==> config.mk <==
export PLATFORM = sky130hd
export DESIGN_NAME = fabric_cfg_loader
export DESIGN_NICKNAME = d
export VERILOG_FILES = /design/src/rtl/fcl_pkg.sv /design/src/rtl/fcl_ctrl.sv /design/src/rtl/fcl_shifter.sv /design/src/rtl/fcl_capture.sv /design/src/rtl/fabric_cfg_loader.sv
export SDC_FILE = /design/constraint.sdc
export NUM_CORES = 1
export LEC_CHECK = 0
export ABC_AREA = 1
export ABC_CLOCK_PERIOD_IN_PS = 5510
export CORE_MARGIN = 10
export CORE_UTILIZATION = 25
export DETAILED_ROUTE_END_ITERATION = 12
export PLACE_DENSITY_LB_ADDON = 0.1
export SLEW_MARGIN = 20
export SYNTH_ARGS = -nofsm -noshare
export SYNTH_HDL_FRONTEND = slang
export SYNTH_SLANG_ARGS = --single-unit
==> constraint.sdc <==
create_clock -name clk -period 5.51 [get_ports clk]
set_input_delay 0.8265 -clock clk [delete_from_list [all_inputs] [get_ports clk]]
set_output_delay 0.8265 -clock clk [all_outputs]
set_load 0.02 [all_outputs]
==> src/rtl/fcl_pkg.sv <==
package fcl_pkg;

  typedef enum logic [2:0] {
    ST_IDLE,
    ST_RST,
    ST_SHIFT,
    ST_COMMIT,
    ST_SETTLE,
    ST_READ,
    ST_DONE
  } fcl_state_e;

  typedef enum logic [1:0] {
    PL_DIAG,
    PL_HORZ,
    PL_VERT,
    PL_INIT
  } fcl_plane_e;

  // Commit code that copies the flip-flops into one orientation latch set.
  function automatic logic [1:0] commit_code(fcl_plane_e p);
    case (p)
      PL_DIAG: commit_code = 2'b11;
      PL_HORZ: commit_code = 2'b10;
      PL_VERT: commit_code = 2'b01;
      default: commit_code = 2'b00;
    endcase
  endfunction

endpackage

==> src/rtl/fcl_ctrl.sv <==
module fcl_ctrl
  import fcl_pkg::*;
#(
  parameter int TILES   = 64,
  parameter int RST_CYC = 64,
  parameter int HOLD    = 1
) (
  input  logic       clk,
  input  logic       rst_n,
  input  logic       start_prog,
  input  logic       start_read,
  input  logic       with_reset,
  input  logic       with_state,
  output fcl_state_e state,
  output fcl_plane_e plane,
  output fcl_plane_e plane_nxt,
  output logic       load_en
);

  localparam int CMAX = (TILES > RST_CYC) ? ((TILES > HOLD) ? TILES : HOLD)
                                          : ((RST_CYC > HOLD) ? RST_CYC : HOLD);
  localparam int CW = $clog2(CMAX + 1);
  localparam logic [CW-1:0] SHIFT_LAST = CW'(TILES - 1);
  localparam logic [CW-1:0] RST_LAST   = CW'(RST_CYC - 1);
  localparam logic [CW-1:0] HOLD_LAST  = CW'(HOLD - 1);

  fcl_state_e    st_q, st_d;
  fcl_plane_e    pl_q, pl_d;
  logic [CW-1:0] cnt_q, cnt_d;
  logic          opt_st_q, opt_st_d;

  // next-state logic
  always_comb begin
    st_d     = st_q;
    pl_d     = pl_q;
    cnt_d    = cnt_q;
    opt_st_d = opt_st_q;
    case (st_q)
      ST_IDLE: begin
        cnt_d = '0;
        if (start_prog) begin
          opt_st_d = with_state;
          pl_d     = PL_DIAG;
          st_d     = with_reset ? ST_RST : ST_SHIFT;
        end else if (start_read) begin
          st_d = ST_READ;
        end
      end
      ST_RST: begin
        if (cnt_q == RST_LAST) begin
          cnt_d = '0;
          st_d  = ST_SHIFT;
        end else begin
          cnt_d = cnt_q + 1'b1;
        end
      end
      ST_SHIFT: begin
        if (cnt_q == SHIFT_LAST) begin
          cnt_d = '0;
          st_d  = (pl_q == PL_INIT) ? ST_DONE : ST_COMMIT;
        end else begin
          cnt_d = cnt_q + 1'b1;
        end
      end
      ST_COMMIT: begin
        if (cnt_q == HOLD_LAST) begin
          cnt_d = '0;
          st_d  = ST_SETTLE;
        end else begin
          cnt_d = cnt_q + 1'b1;
        end
      end
      ST_SETTLE: begin
        if (pl_q == PL_VERT) begin
          if (opt_st_q) begin
            pl_d = PL_INIT;
            st_d = ST_SHIFT;
          end else begin
            st_d = ST_DONE;
          end
        end else begin
          pl_d = fcl_plane_e'(pl_q + 2'd1);
          st_d = ST_SHIFT;
        end
      end
      ST_READ: begin
        if (cnt_q == SHIFT_LAST) begin
          cnt_d = '0;
          st_d  = ST_DONE;
        end else begin
          cnt_d = cnt_q + 1'b1;
        end
      end
      ST_DONE: st_d = ST_IDLE;
      default: st_d = ST_IDLE;
    endcase
  end

  // state registers
  always_ff @(posedge clk or negedge rst_n) begin
    if (!rst_n) begin
      st_q     <= ST_IDLE;
      pl_q     <= PL_DIAG;
      cnt_q    <= '0;
      opt_st_q <= 1'b0;
    end else begin
      st_q     <= st_d;
      pl_q     <= pl_d;
      cnt_q    <= cnt_d;
      opt_st_q <= opt_st_d;
    end
  end

  assign state     = st_q;
  assign plane     = pl_q;
  assign plane_nxt = pl_d;
  assign load_en   = (st_d == ST_SHIFT) && (st_q != ST_SHIFT);

endmodule

==> src/rtl/fcl_shifter.sv <==
module fcl_shifter
  import fcl_pkg::*;
#(
  parameter int TILES = 64
) (
  input  logic             clk,
  input  logic             rst_n,
  input  logic             load_en,
  input  logic             shift_en,
  input  fcl_plane_e       sel,
  input  logic [TILES-1:0] diag_plane,
  input  logic [TILES-1:0] horz_plane,
  input  logic [TILES-1:0] vert_plane,
  input  logic [TILES-1:0] init_plane,
  output logic             bit_out
);

  logic [TILES-1:0] src;
  logic [TILES-1:0] sh_q, sh_d;

  always_comb begin
    case (sel)
      PL_DIAG: src = diag_plane;
      PL_HORZ: src = horz_plane;
      PL_VERT: src = vert_plane;
      default: src = init_plane;
    endcase
  end

  // most significant bit leaves first, so it travels to the far end of the chain
  always_comb begin
    sh_d = sh_q;
    if (load_en) begin
      sh_d = src;
    end else if (shift_en) begin
      sh_d = {sh_q[TILES-2:0], 1'b0};
    end
  end

  always_ff @(posedge clk or negedge rst_n) begin
    if (!rst_n) begin
      sh_q <= '0;
    end else begin
      sh_q <= sh_d;
    end
  end

  assign bit_out = sh_q[TILES-1];

endmodule

==> src/rtl/fcl_capture.sv <==
module fcl_capture #(
  parameter int TILES = 64
) (
  input  logic             clk,
  input  logic             rst_n,
  input  logic             cap_en,
  input  logic             bit_in,
  output logic [TILES-1:0] data
);

  logic [TILES-1:0] cap_q, cap_d;

  // first bit seen comes from the last tile and ends up in the top position
  always_comb begin
    cap_d = cap_q;
    if (cap_en) begin
      cap_d = {cap_q[TILES-2:0], bit_in};
    end
  end

  always_ff @(posedge clk or negedge rst_n) begin
    if (!rst_n) begin
      cap_q <= '0;
    end else begin
      cap_q <= cap_d;
    end
  end

  assign data = cap_q;

endmodule

==> src/rtl/fabric_cfg_loader.sv <==
module fabric_cfg_loader
  import fcl_pkg::*;
#(
  parameter int TILES   = 64,
  parameter int RST_CYC = 64,
  parameter int HOLD    = 1
) (
  input  logic             clk,
  input  logic             rst_n,
  input  logic             start_prog,
  input  logic             start_read,
  input  logic             with_reset,
  input  logic             with_state,
  input  logic [TILES-1:0] diag_plane,
  input  logic [TILES-1:0] horz_plane,
  input  logic [TILES-1:0] vert_plane,
  input  logic [TILES-1:0] init_plane,
  input  logic             arr_scan_out,
  output logic             arr_rst_n,
  output logic             arr_scan_en,
  output logic             arr_scan_in,
  output logic             arr_clk_en,
  output logic [1:0]       arr_cfg,
  output logic             busy,
  output logic             done,
  output logic [TILES-1:0] rb_data
);

  logic [1:0] rst_sync_q;
  logic       rst_int_n;

  // asynchronous assertion, synchronous release
  always_ff @(posedge clk or negedge rst_n) begin
    if (!rst_n) begin
      rst_sync_q <= 2'b00;
    end else begin
      rst_sync_q <= {rst_sync_q[0], 1'b1};
    end
  end
  assign rst_int_n = rst_sync_q[1];

  fcl_state_e state;
  fcl_plane_e plane, plane_nxt;
  logic       load_en, shift_en, cap_en, sh_bit;

  fcl_ctrl #(
    .TILES  (TILES),
    .RST_CYC(RST_CYC),
    .HOLD   (HOLD)
  ) u_ctrl (
    .clk       (clk),
    .rst_n     (rst_int_n),
    .start_prog(start_prog),
    .start_read(start_read),
    .with_reset(with_reset),
    .with_state(with_state),
    .state     (state),
    .plane     (plane),
    .plane_nxt (plane_nxt),
    .load_en   (load_en)
  );

  assign shift_en = (state == ST_SHIFT);
  assign cap_en   = (state == ST_READ);

  fcl_shifter #(.TILES(TILES)) u_shift (
    .clk       (clk),
    .rst_n     (rst_int_n),
    .load_en   (load_en),
    .shift_en  (shift_en),
    .sel       (plane_nxt),
    .diag_plane(diag_plane),
    .horz_plane(horz_plane),
    .vert_plane(vert_plane),
    .init_plane(init_plane),
    .bit_out   (sh_bit)
  );

  fcl_capture #(.TILES(TILES)) u_cap (
    .clk   (clk),
    .rst_n (rst_int_n),
    .cap_en(cap_en),
    .bit_in(arr_scan_out),
    .data  (rb_data)
  );

  // array-side drive, decoded from the sequencer state
  always_comb begin
    arr_rst_n   = 1'b1;
    arr_scan_en = 1'b0;
    arr_scan_in = 1'b0;
    arr_clk_en  = 1'b1;
    arr_cfg     = 2'b00;
    busy        = 1'b1;
    done        = 1'b0;
    case (state)
      ST_IDLE: busy = 1'b0;
      ST_RST: begin
        arr_rst_n   = 1'b0;
        arr_scan_en = 1'b1;
      end
      ST_SHIFT: begin
        arr_scan_en = 1'b1;
        arr_scan_in = sh_bit;
      end
      ST_COMMIT: begin
        arr_scan_en = 1'b1;
        arr_clk_en  = 1'b0;
        arr_cfg     = commit_code(plane);
      end
      ST_SETTLE: begin
        arr_scan_en = 1'b1;
        arr_clk_en  = 1'b0;
      end
      ST_READ: begin
        arr_scan_en = 1'b1;
        arr_scan_in = arr_scan_out;
      end
      ST_DONE: begin
        busy = 1'b0;
        done = 1'b1;
      end
      default: busy = 1'b0;
    endcase
  end

endmodule

==> results of run 1 <==
## state kept, by name, summed over array words and instances (netlist names)
name,count
u_shift.sh_q,64
u_cap.data,64
rst_sync_q,2
u_ctrl.state,3
u_ctrl.plane,2
u_ctrl.opt_st_q,1
u_ctrl.cnt_q,7
## layer usage
| metal | GRT usage | up-vias |
|---|---|---|
| met5 | 0 | - |
| li1 | - | 4293 |
| met1 | 0.2094 | 4030 |
| met3 | 0.06100 | 12 |
| met4 | 0.02571 | 2 |
| met2 | 0.2704 | 245 |
## worst max path at each step
stage,startpoint,endpoint,slack [ns],depth (start not counted)
after floorplan,rst_sync_q[1]$_DFF_PN0_,u_cap.data[0]$_DFFE_PN0N_,1.23,0
after global placement,start_prog,u_shift.sh_q[27]$_DFFE_PN0P_,1.91,10
after detailed placement,start_prog,u_shift.sh_q[30]$_DFFE_PN0P_,2.16,10
after CTS,u_ctrl.state[2]$_DFF_PN0_,arr_scan_in,1.89,6
after global routing,u_ctrl.state[2]$_DFF_PN0_,arr_scan_in,1.77,6
final,u_ctrl.state[2]$_DFF_PN0_,arr_scan_in,1.96,6
## cell families (layout without fill, tap and decap cells)
group | count (synthesis) | after routing | synth area share
xor+xnor | 2 | 2 | 0.002198
buf+inv | 105 | 411 | 0.05869
simple gates | 843 | 843 | 0.4553
fa+ha+maj | 7 | 7 | 0.01099
mux | 1 | 1 | 0.001412
flops | 143 | 143 | 0.4488
other cells | 1 | 1 | 0.0004704
compound gates | 32 | 32 | 0.02213
## cells in the mapped netlist (all sizes together), types with 7 or more instances
library cell / number / area, um2
nand2: 542 / 2039
o21ai: 19 / 95.09
dfrtp: 143 / 3578
nand3: 206 / 1036
nand4: 63 / 394.1
inv: 32 / 120.1
a21oi: 10 / 61.31
buf: 38 / 216.5
nor2: 31 / 155.2
clkbuf: 35 / 131.4
ha: 7 / 87.58
## final cells by class
cell class | count | area (um2)
clock buffer | 17 | 425.4
clock inverter | 15 | 170.2
fill | 3309 | 19250
inverter | 32 | 120.1
multi-input combinational | 886 | 3951
sequential | 143 | 3582
tap | 402 | 503.0
timing repair buffer | 347 | 3473
## worst max-delay path: stages (launching register included)
cell and delay, ns:
dfrtp_1 0.46, inv_2 0.16, nand3_2 0.28, inv_2 0.51, nand2_1 0.13, nand2_1 0.10
clkdlybuf4s50_1 0.64
## power groups by stage
| stage | logic, W | registers, W | clock network, W |
|---|---|---|---|
| floorplan | 0.00174 | 0.00152 | 0 |
| global placement | 0.00262 | 0.00153 | 0 |
| detailed placement | 0.00266 | 0.00152 | 0 |
| CTS | 0.00266 | 0.00150 | 0.00119 |
| global route | 0.00294 | 0.00155 | 0.00124 |
| finish | 0.00258 | 0.00150 | 0.00116 |
## stage by stage
step / std cells / setup slack [ns] / total power [W] / hold slack, ns / utilization
after floorplan: 1134 / 1.231 / 0.003262 / 0.3312 / -
after global placement: 1809 / 1.914 / 0.004144 / 0.3345 / 0.3686
after detailed placement: 1810 / 2.156 / 0.004176 / 0.3355 / 0.3695
after CTS: 1842 / 1.892 / 0.005354 / 0.3530 / 0.3884
after global routing: 1842 / 1.766 / 0.005731 / 0.3563 / 0.3884
final: 1842 / 1.959 / 0.005241 / 0.3514 / 0.3884
==> results.cfg, run 1 <==
[yosys]
synth_cells = 1134
synthArstFlopShare = 1.000
synth.distinct_cells = 30
yosys_warnings = 0
ys_dominant_reg_cell = dfrtp_1
synth_edf_count = 0
synth_seq_cells = 143
synth_area_per_cell_um2 = 7.031
synth_seq_area_share = 0.4488
syn_area_um2 = 7973
syn-num-nets = 1404

[pwr]
ir_drop_v = 0.0002439
p_switching_w = 0.002387
total_leakage_power_nw = 5.505
p_clk_frac = 0.221
p_int_w = 0.002854
p_per_area_nw_per_um2 = 428.7
switching_share = 0.4555
seqPwrFrac = 0.287
combPwrFrac = 0.492

[clocking]
post-cts-setup-buffers = 0
clk_latency_ns = 0.42
clock_path_buffers = 2
postCtsHoldBufs = 0
cts_tree = done
cts_inserted_buffers = 17
cts-resized-gates = 0
clk_pin_slew_ns = 0.07
cts_max_level = 4
cts.sinks = 143
cts-root-buf = clkbuf_16

[grt]
grt_max_degree = 82
grt-ovfl-total = 0
grt.total_usage = 0.1663
grt_pass1_wl_um = 51550
grt_pass1_vias = 9012
antenna_found_initial = 3

[detailed_routing]
wl_met3_um = 2645
initialDrtViolationCount = 485
wl_met2_um = 15250
avgViaCountPerCell = 4.659
route.detailed.drc = 0
wl_per_cell_um = 17.87
first_pass_iters = 5
routed.top_layer = met5
postRouteAntennaNets = 0
vias = 8582
drt-total-wl_um = 32920
wl_met1_um = 14860

[final_layout]
final_common_cell = nand2_1
mostFrequentLayoutCells = nand2_1, clkdlybuf4s50_1, nand3_1
fin_area_um2 = 12230
drive_gt1_frac = 0.04722
syn_to_final_growth_pct = 53.34
nNetsFinal = 1697
diodes = 0

[timing]
hold_violations = 0
slew_violations = 0
fin_tns_setup_ns = 0
slew_headroom = 0.3843
period_share = 0.6444
clock_skew_ns = 0.01448
setup_viol = 0
min_period_ns = 3.551
fmax_mhz = 281.6
tightest_slew_ns = 0.9215
rsz0062_at_grt = no

[setup_path]
r2r_cells = 10
r2r_slack_ns = 2.24
end_kind = output port
reg2reg_from = u_ctrl.state[2]$_DFF_PN0_
worstPathRequired_ns = 4.68
crit_type = reg2out
path_max_fanout = 26
r2r-end = u_shift.sh_q[30]$_DFFE_PN0P_
start_kind = flop
crit_arrival_ns = 2.72

[placement]
hpwlAfterDp_um = 24470
io_buffers = 334
gp_congestion = 0.8024
place_area_um2 = 11630

[run]
maxCapViolations = 0

[floorplanning]
dieWidth_um = 198.6
die-area_um2 = 39430
rows = 65
ios = 335
die_h_um = 198.6
core-area_um2 = 31470
start_util = 0.2533

[worst_hold_path]
hold_depth = 0
hold_start = rst_sync_q[0]$_DFF_PN0_
min-delay-path-class = reg2reg
holdPathEnd = rst_sync_q[1]$_DFF_PN0_

[outcome]
status = complete, no violations
Power figures use the tool's default switching activity.
==> run 2: changes to the inputs <==
ABC_CLOCK_PERIOD_IN_PS = 2870   (was 5510)
clock period = 2.87 ns   (was 5.51 ns; I/O delays follow)
==> run 2 against run 1 <==
- largest power group unchanged
- critical endpoint unchanged
- count of clock-buffer cells in the layout unchanged
- clock skew up 0.0053 ns
- non-clock buffer count up 7
==> results.cfg, run 2 (same netlist as run 1, synthesis figures left out) <==
[final_layout]
nNetsFinal = 1704
register_area_um2 = 3582
final_cell_count_no_fill = 1852
mostFrequentLayoutCells = nand2_1, clkdlybuf4s50_1, nand3_1
fin_area_um2 = 12350
syn_to_final_growth_pct = 54.93
finalCoreUtilization = 0.3924
multi_input_area_um2 = 3959
drive_gt1_frac = 0.05183
final_common_cell = nand2_1
fillers = 3281

[grt]
grt.total_usage = 0.1648
antenna_found_initial = 3
grt_pass1_vias = 8870
grt_pass1_wl_um = 50790
grt-ovfl-total = 0
grt_max_degree = 71

[timing]
setup_viol = 0
min_period_ns = 2.676
hold_violations = 0
tightest_slew_ns = 0.6896
rsz0062_at_grt = no
slew_violations = 0
fin_tns_setup_ns = 0
period_share = 0.9325
slew_headroom = 0.5403
fmax_mhz = 373.6
clock_skew_ns = 0.01975

[detailed_routing]
route.detailed.drc = 0
first_pass_iters = 5
wl_per_cell_um = 17.76
initialDrtViolationCount = 599
vias = 8598
avgViaCountPerCell = 4.643
drt-total-wl_um = 32890
postRouteAntennaNets = 0

[pwr]
p_per_area_nw_per_um2 = 827.3
ir_drop_v = 0.0006663
total_leakage_power_nw = 5.609
p_total_w = 0.01022

[setup_path]
crit_type = reg2out
worstPathRequired_ns = 2.44
start_kind = flop
crit_slowest_cell = clkdlybuf4s50_1
reg2reg_from = u_ctrl.plane[0]$_DFF_PN0_
crit_top_cell = nand2_1
setup.worst_path.start = u_ctrl.state[1]$_DFF_PN0_
path_max_fanout = 5
path_cells = nor2_1 -> nand2_2 -> inv_2 -> nand2_1 -> nand2_1 -> clkdlybuf4s50_1
crit_arrival_ns = 2.25
max_stage_delay_ns = 0.64
end_kind = output port

[floorplanning]
start_util = 0.2533
core-area_um2 = 31470
dieWidth_um = 198.6
die-area_um2 = 39430
rows = 65
die_h_um = 198.6
ios = 335

[clocking]
cts-resized-gates = 0
post-cts-setup-buffers = 0
cts_tree = done
cts_inserted_buffers = 17
clk_latency_ns = 0.43
cts_max_level = 4
cts-root-buf = clkbuf_16
clock_path_buffers = 2
postCtsHoldBufs = 0
clk_pin_slew_ns = 0.08
cts.sinks = 143

[worst_hold_path]
min-delay-path-class = in2async

[placement]
place_area_um2 = 11730
gp_congestion = 0.8220
hpwlAfterDp_um = 24390
io_buffers = 334
post-place-cells = 1817

[run]
maxCapViolations = 0

[outcome]
status = complete, no violations
-- run 2: final cells by class --
cell class                 count  share of cell area
inverter                      32            0.009724
sequential                   143              0.2900
clock buffer                  17             0.03444
multi-input combinational    886              0.3205
clock inverter                15             0.01469
antenna                        3           0.0006078
timing repair buffer         354              0.2893
tap                          402             0.04072
-- run 2: stage by stage --
stage | hold WS [ns] | setup slack (ns)
finish | 0.1537 | 0.1936
global route | 0.1406 | 0.02663
CTS | 0.1381 | 0.009921
detailed placement | 0.3462 | 0.2869
global placement | 0.3318 | 0.3608
floorplan | 0.1349 | 0.4958
-- run 2: metal layers --
metal | wire (um) | share of wire | vias up | global-route usage
met5 | 13 | 0.00040 | - | 0
met4 | 323 | 0.0098 | 2 | 0.03334
met3 | 2591 | 0.079 | 16 | 0.06066
met2 | 15420 | 0.47 | 256 | 0.2692
met1 | 14540 | 0.44 | 4015 | 0.2034
li1 | - | - | 4309 | -
-- run 2: worst max-delay path: cells and delay by family, from the launching register on --
kind | cells | cell delay [ns]
buffers and inverters | 2 | 0.73
DFF | 1 | 0.46
and+or+nand+nor | 4 | 0.64
-- run 2: path summary, 6_finish.rpt --
| path | endpoint | slack (ns) | cells after the start |
|---|---|---|---|
| max | arr_scan_in | 0.19 | 6 |
| min | rst_sync_q[1]$_DFF_PN0_ | 0.15 | 1 |
| max reg2reg | u_shift.sh_q[12]$_DFFE_PN0P_ | 0.23 | 12 |
| min reg2reg | u_cap.data[27]$_DFFE_PN0N_ | 0.36 | 0 |
| max in group asynchronous | u_cap.data[18]$_DFFE_PN0N_ | 1.74 | 1 |
| min in group clk | rst_sync_q[1]$_DFF_PN0_ | 0.36 | 0 |
-- run 2: power by group --
part	leakage (nW)	switching (W)	internal, W	total [W]
clock	0.296	0.00109	0.00118	0.00227
sequential	1.89	0.000329	0.00256	0.00289
combinational	3.42	0.00320	0.00186	0.00506
total	5.61	0.00461	0.00561	0.0102
